<file path="src/rtl/stk_pkg.sv">
package stk_pkg;

  typedef enum logic [1:0] {
    ST_IDLE    = 2'd0,
    ST_PUSH_HI = 2'd1,
    ST_POP_LO  = 2'd2
  } stk_state_e;

endpackage

</file>
<file path="src/rtl/stk_ram.sv">
// Single-port RAM. The read output is registered and changes only on a read,
// so block RAM can be inferred.
module stk_ram #(
  parameter int AW = 8,
  parameter int DW = 8
) (
  input  logic          clk,
  input  logic          we,
  input  logic          re,
  input  logic [AW-1:0] addr,
  input  logic [DW-1:0] wdata,
  output logic [DW-1:0] rdata
);
  localparam int DEPTH = 1 << AW;

  logic [DW-1:0] mem [DEPTH];

  always_ff @(posedge clk) begin
    if (we) mem[addr] <= wdata;
    if (re) rdata <= mem[addr];
  end
endmodule

</file>
<file path="src/rtl/stk_ctrl.sv">
// Pointer register and sequencer. Priority in an idle cycle:
// push first, then pop, then load.
module stk_ctrl
  import stk_pkg::*;
#(
  parameter int          AW     = 8,
  parameter int          DW     = 8,
  parameter logic [AW-1:0] RST_SP = 8'h07
) (
  input  logic            clk,
  input  logic            rst,
  input  logic            push_i,
  input  logic            pop_i,
  input  logic            wide_i,
  input  logic [2*DW-1:0] push_data_i,
  input  logic            sp_load_i,
  input  logic [AW-1:0]   sp_load_val_i,
  output logic [AW-1:0]   sp_o,
  output logic            busy_o,
  output logic            ram_we_o,
  output logic            ram_re_o,
  output logic [AW-1:0]   ram_addr_o,
  output logic [DW-1:0]   ram_wdata_o,
  output logic            rd_last_o,
  output logic            rd_wide_o,
  output logic            cap_hi_o
);
  stk_state_e    state_q, state_d;
  logic [AW-1:0] sp_q, sp_d, sp_inc, sp_dec;
  logic [DW-1:0] hold_q, hold_d;

  assign sp_inc = sp_q + 1'b1;
  assign sp_dec = sp_q - 1'b1;

  always_comb begin
    state_d     = state_q;
    sp_d        = sp_q;
    hold_d      = hold_q;
    ram_we_o    = 1'b0;
    ram_re_o    = 1'b0;
    ram_addr_o  = sp_q;
    ram_wdata_o = push_data_i[DW-1:0];
    rd_last_o   = 1'b0;
    rd_wide_o   = 1'b0;
    cap_hi_o    = 1'b0;
    unique case (state_q)
      ST_IDLE: begin
        if (push_i) begin
          ram_we_o   = 1'b1;
          ram_addr_o = sp_inc;
          sp_d       = sp_inc;
          if (wide_i) begin
            hold_d  = push_data_i[2*DW-1:DW];
            state_d = ST_PUSH_HI;
          end
        end else if (pop_i) begin
          ram_re_o   = 1'b1;
          ram_addr_o = sp_q;
          sp_d       = sp_dec;
          if (wide_i) state_d = ST_POP_LO;
          else        rd_last_o = 1'b1;
        end else if (sp_load_i) begin
          sp_d = sp_load_val_i;
        end
      end
      ST_PUSH_HI: begin
        ram_we_o    = 1'b1;
        ram_addr_o  = sp_inc;
        ram_wdata_o = hold_q;
        sp_d        = sp_inc;
        state_d     = ST_IDLE;
      end
      ST_POP_LO: begin
        ram_re_o   = 1'b1;
        ram_addr_o = sp_q;
        sp_d       = sp_dec;
        rd_last_o  = 1'b1;
        rd_wide_o  = 1'b1;
        cap_hi_o   = 1'b1;
        state_d    = ST_IDLE;
      end
      default: state_d = ST_IDLE;
    endcase
  end

  always_ff @(posedge clk) begin
    if (rst) begin
      state_q <= ST_IDLE;
      sp_q    <= RST_SP;
      hold_q  <= '0;
    end else begin
      state_q <= state_d;
      sp_q    <= sp_d;
      hold_q  <= hold_d;
    end
  end

  assign sp_o   = sp_q;
  assign busy_o = (state_q != ST_IDLE);
endmodule

</file>
<file path="src/rtl/stk_rdout.sv">
// Result stage: builds the popped word from the RAM read register.
module stk_rdout #(
  parameter int DW = 8
) (
  input  logic            clk,
  input  logic            rst,
  input  logic [DW-1:0]   ram_q_i,
  input  logic            rd_last_i,
  input  logic            rd_wide_i,
  input  logic            cap_hi_i,
  output logic            valid_o,
  output logic [2*DW-1:0] data_o
);
  logic          valid_q, wide_q;
  logic [DW-1:0] hi_q;

  always_ff @(posedge clk) begin
    if (rst) begin
      valid_q <= 1'b0;
      wide_q  <= 1'b0;
      hi_q    <= '0;
    end else begin
      valid_q <= rd_last_i;
      if (rd_last_i) wide_q <= rd_wide_i;
      if (cap_hi_i)  hi_q   <= ram_q_i;
    end
  end

  assign valid_o = valid_q;
  assign data_o  = {(wide_q ? hi_q : {DW{1'b0}}), ram_q_i};
endmodule

</file>
<file path="src/rtl/stk_ptr_unit.sv">
module stk_ptr_unit #(
  parameter int            AW     = 8,
  parameter int            DW     = 8,
  parameter logic [AW-1:0] RST_SP = 8'h07
) (
  input  logic            clk,
  input  logic            rst,
  input  logic            push_i,
  input  logic            pop_i,
  input  logic            wide_i,
  input  logic [2*DW-1:0] push_data_i,
  input  logic            sp_load_i,
  input  logic [AW-1:0]   sp_load_val_i,
  output logic [AW-1:0]   sp_o,
  output logic            busy_o,
  output logic            rd_valid_o,
  output logic [2*DW-1:0] rd_data_o
);
  logic          ram_we, ram_re, rd_last, rd_wide, cap_hi;
  logic [AW-1:0] ram_addr;
  logic [DW-1:0] ram_wdata, ram_q;

  stk_ctrl #(.AW(AW), .DW(DW), .RST_SP(RST_SP)) u_ctrl (
    .clk          (clk),
    .rst          (rst),
    .push_i       (push_i),
    .pop_i        (pop_i),
    .wide_i       (wide_i),
    .push_data_i  (push_data_i),
    .sp_load_i    (sp_load_i),
    .sp_load_val_i(sp_load_val_i),
    .sp_o         (sp_o),
    .busy_o       (busy_o),
    .ram_we_o     (ram_we),
    .ram_re_o     (ram_re),
    .ram_addr_o   (ram_addr),
    .ram_wdata_o  (ram_wdata),
    .rd_last_o    (rd_last),
    .rd_wide_o    (rd_wide),
    .cap_hi_o     (cap_hi)
  );

  stk_ram #(.AW(AW), .DW(DW)) u_ram (
    .clk  (clk),
    .we   (ram_we),
    .re   (ram_re),
    .addr (ram_addr),
    .wdata(ram_wdata),
    .rdata(ram_q)
  );

  stk_rdout #(.DW(DW)) u_rdout (
    .clk      (clk),
    .rst      (rst),
    .ram_q_i  (ram_q),
    .rd_last_i(rd_last),
    .rd_wide_i(rd_wide),
    .cap_hi_i (cap_hi),
    .valid_o  (rd_valid_o),
    .data_o   (rd_data_o)
  );
endmodule

</file>
<file path="config.mk">
export PLATFORM = sky130hd
export DESIGN_NAME = stk_ptr_unit
export DESIGN_NICKNAME = d
export VERILOG_FILES = /design/src/rtl/stk_pkg.sv /design/src/rtl/stk_ram.sv /design/src/rtl/stk_ctrl.sv /design/src/rtl/stk_rdout.sv /design/src/rtl/stk_ptr_unit.sv
export SDC_FILE = /design/constraint.sdc
export NUM_CORES = 2
export LEC_CHECK = 0
export ABC_AREA = 0
export BUFFER_PORTS_ARGS = -buffer_cell sky130_fd_sc_hd__buf_2
export CORE_AREA = 3 3 627 567
export CTS_CLUSTER_SIZE = 24
export DETAILED_ROUTE_END_ITERATION = 8
export DIE_AREA = 0 0 630 570
export GPL_TIMING_DRIVEN = 0
export PLACE_DENSITY = 0.35
export SLEW_MARGIN = 20
export SYNTH_ARGS = -nofsm -noshare
export SYNTH_HDL_FRONTEND = slang
export SYNTH_SLANG_ARGS = --single-unit
</file>
<file path="constraint.sdc">
create_clock -name clk -period 13.2 [get_ports clk]
set_input_delay 1.98 -clock clk [delete_from_list [all_inputs] [get_ports clk]]
set_output_delay 1.98 -clock clk [all_outputs]
set_load 0.005 [all_outputs]
</file>
==> summary.txt <==
Switching Share: 0.383
Post-CTS Setup Repair Bufs: 0
core area: 0.350 mm2
die area: 0.359 mm2
hold-critical path depth: 2
Finish-stage setup viols: 0
num rows: 206
endpoints failing hold: 0
setup ws final: 1.26 ns
DR DRC count: 0
mapped cell area: 0.0873 mm2
CP startpoint kind: register
Worst Hold Class: register to register
DPL Wire Length: 379000 um
post-layout util: 0.302
Post-synth EDFFs: 2056
share of layout cells above drive strength 1: 0.236
CP Data Arrival Time: 12.58 ns
Worst Skew: 0.0924 ns
CTS tree: yes
sequential power share: 0.364
Critical path origin: u_ctrl.sp_o[0]
met1 wire length: 223000 um
via count: 64100
Max IR drop VDD: 121 uV
deepest clock path buffer count: 4
most numerous cell in the Yosys netlist: edfxtp_1
register-to-register setup slack: 1.26 ns
max_slew headroom: 0.0631
highest routed metal layer: met5
Worst R2R End: u_ram.rdata[2]
top_reg_cell synth: edfxtp_1
initial antenna violation count: 102
GRT Util Overall: 0.294
Mapped Nets: 5544
met2 wire len: 222000 um
DIE HEIGHT: 570 um
Yosys top cell area share: 0.707
Worst Reg-to-Reg Cells: 18
Horiz. Die Dim: 630 um
FF-to-FF Start: u_ctrl.sp_o[0]
Final Max Tran Viols: 0
DR WL/cell: 50.0 um
Root Buffer: clkbuf_16
switching power: 7.78 mW
combinational fraction of design power: 0.302
RSZ-0062 raised after global routing: no
hold buffers post-CTS: 0
metal3 WL: 63500 um
worst slew pin tran: 1.41 ns
synthesized instance count: 5506
fin crit period: 11.94 ns
worst-path maximum fanout: 11
Critical Path RT: 13.84 ns
cell-internal power: 12.6 mW
vias in the first global route: 57200
clock slew at reported path FFs: 0.06 ns
critical path type: register to register
post_cts resized: 0
synth top area cells: edfxtp_1 71%, mux4_2 7.5%, nand2_1 2.7%
Initial Util: 0.250
CTS HTree Levels: 4
post-synth cell types: 83
CP endpoint: u_ram.rdata[2]
Routed Wire Length: 545000 um
Yosys Warn Count: 0
CTS Sinks: 2084
largest net degree at the start of global routing: 104
Clock Latency Late Sink: 1.00 ns
I/O Buffers: 52
RePlAce Congestion: 0.985
Via density: 5.88
I/O pins: 56
Worst Setup End Kind: register
period utilization: 0.905
global-route wire length before repair: 675000 um
nets: 6002
TritonRoute pass-1 iters: 6
Num CTS Buffers: 236
status: completed
area leader, netlist: edfxtp_1
Final ANT Viol Nets: 0
gr ovfl total: 0
cell area power density: 193 mW/mm2
register bit total from synthesis: 2084
Max Freq: 83.8 MHz
max cap viols: 0
Synth top cells by count: 2056 x edfxtp_1, 618 x nand2_1, 389 x nor2_1
Post-synth ARST share: 0
Iteration-0 DRC Markers: 12100
clock power share: 0.334
Avg Cell Area, Syn: 15.9 um2
Static Leak: 33.4 nW
dpl ws: 1.77 ns
register area share after synthesis: 0.714
Syn-to-layout area delta: 20.9%
==> area by class of cell <==
type	instances	area, um2
buffer	420	2190
inverter	16	60.1
antenna	63	158
sequential	2084	62300
clock inverter	149	1390
fill	34800	244000
multi-input combinational	2986	23700
tap	4680	5860
timing repair buffer	220	3600
clock buffer	287	6280
==> metrics by stage <==
stage / cell area (um2) / instances / total power, mW / TNS [ns] / hold slack (ns)
global route: 105000 / 10800 / 20.4 / 0 / 0.507
finish: 106000 / 10900 / 20.3 / 0 / 0.475
CTS: 105000 / 10800 / 20.1 / 0 / 0.483
global placement: 93400 / 10200 / 13.0 / -1.57 / 0.438
detailed placement: 97700 / 10400 / 13.3 / 0 / 0.475
floorplan: 87300 / 5506 / 9.48 / 0 / 0.433
==> critical path, stage by stage (launching register included) <==
cell      delay (ns)
dfxtp_1         0.37
clkbuf_1        0.22
inv_1           0.12
clkbuf_1        0.70
buf_1           0.79
clkbuf_1        0.54
ha_1            0.40
a32o_1          0.45
buf_2           0.88
buf_2           0.64
buf_2           0.89
buf_2           0.97
buf_2           1.07
clkbuf_2        0.66
buf_16          0.23
a211oi_1        0.18
o221ai_1        1.04
o211ai_1        0.61
nand4_1         0.73
==> cell families after synthesis <==
group           count (synthesis)  synth area share
simple gates                 1346            0.0653
buf+inv                       436            0.0240
mux                           599             0.112
compound gates               1022            0.0832
flops                        2084             0.714
xor+xnor                       11           0.00110
fa+ha+maj                       8           0.00115
==> flip-flops by register name (all words and copies together), names as in the netlist <==
| signal | cells |
|---|---|
| u_ram.mem | 2048 |
| u_ctrl.hold_q | 8 |
| u_ctrl.sp_o | 8 |
| u_ram.rdata | 8 |
| u_rdout.hi_q | 8 |
| u_ctrl.state_q | 2 |
| u_rdout.valid_o | 1 |
| u_rdout.wide_q | 1 |
==> worst min path at each step <==
stage | from | endpoint | slack (ns)
6_report | u_ctrl.hold_q[3] | u_ctrl.hold_q[3] | 0.48
5_1_grt | u_ctrl.hold_q[3] | u_ctrl.hold_q[3] | 0.51
4_1_cts | u_ctrl.hold_q[3] | u_ctrl.hold_q[3] | 0.48
3_5_place_dp | u_ctrl.hold_q[3] | u_ctrl.hold_q[3] | 0.47
3_3_place_gp | u_ctrl.hold_q[1] | u_ctrl.hold_q[1] | 0.44
2_1_floorplan | u_ctrl.hold_q[0] | u_ctrl.hold_q[0] | 0.43
==> metal layers <==
layer | GRT usage | up-vias
met2 | 0.406 | 5295
met1 | 0.405 | 34600
li1 | - | 23100
met4 | 0.176 | 22
met3 | 0.0855 | 1122
met5 | 0.00402 | -
==> power by group through the flow <==
stage	clock (mW)	combinational [mW]	sequential (mW)
after floorplan	0	1.92	7.55
after global placement	0	5.38	7.60
after detailed placement	0	5.79	7.55
after CTS	6.85	5.80	7.40
after global routing	7.10	5.88	7.41
final	6.80	6.13	7.41
==> layout by cell type, fill, tap and decap left out, types with 35 or more instances in the layout <==
master / Yosys / final
clkinv_2: 0 / 49
a21oi_1: 177 / 170
o21ai_0: 103 / 99
clkbuf_1: 187 / 140
clkbuf_16: 0 / 243
o22ai_1: 89 / 88
diode_2: 0 / 63
a211oi_1: 74 / 74
buf_12: 0 / 42
buf_2: 129 / 197
mux2_2: 96 / 88
clkinv_1: 0 / 57
a311oi_1: 49 / 48
buf_6: 14 / 43
nor2_2: 1 / 149
a221oi_1: 86 / 86
edfxtp_1: 2056 / 2056
nor2_1: 389 / 230
o221ai_1: 43 / 43
a22oi_1: 81 / 81
buf_16: 0 / 64
o211ai_1: 35 / 35
o31a_1: 37 / 37
a31oi_1: 70 / 69
nand3_1: 182 / 182
nand2_1: 618 / 615
mux4_2: 289 / 289
buf_4: 47 / 59
clkbuf_2: 0 / 83
mux2i_1: 212 / 210
Note: power is estimated with default switching activity, not from simulation.
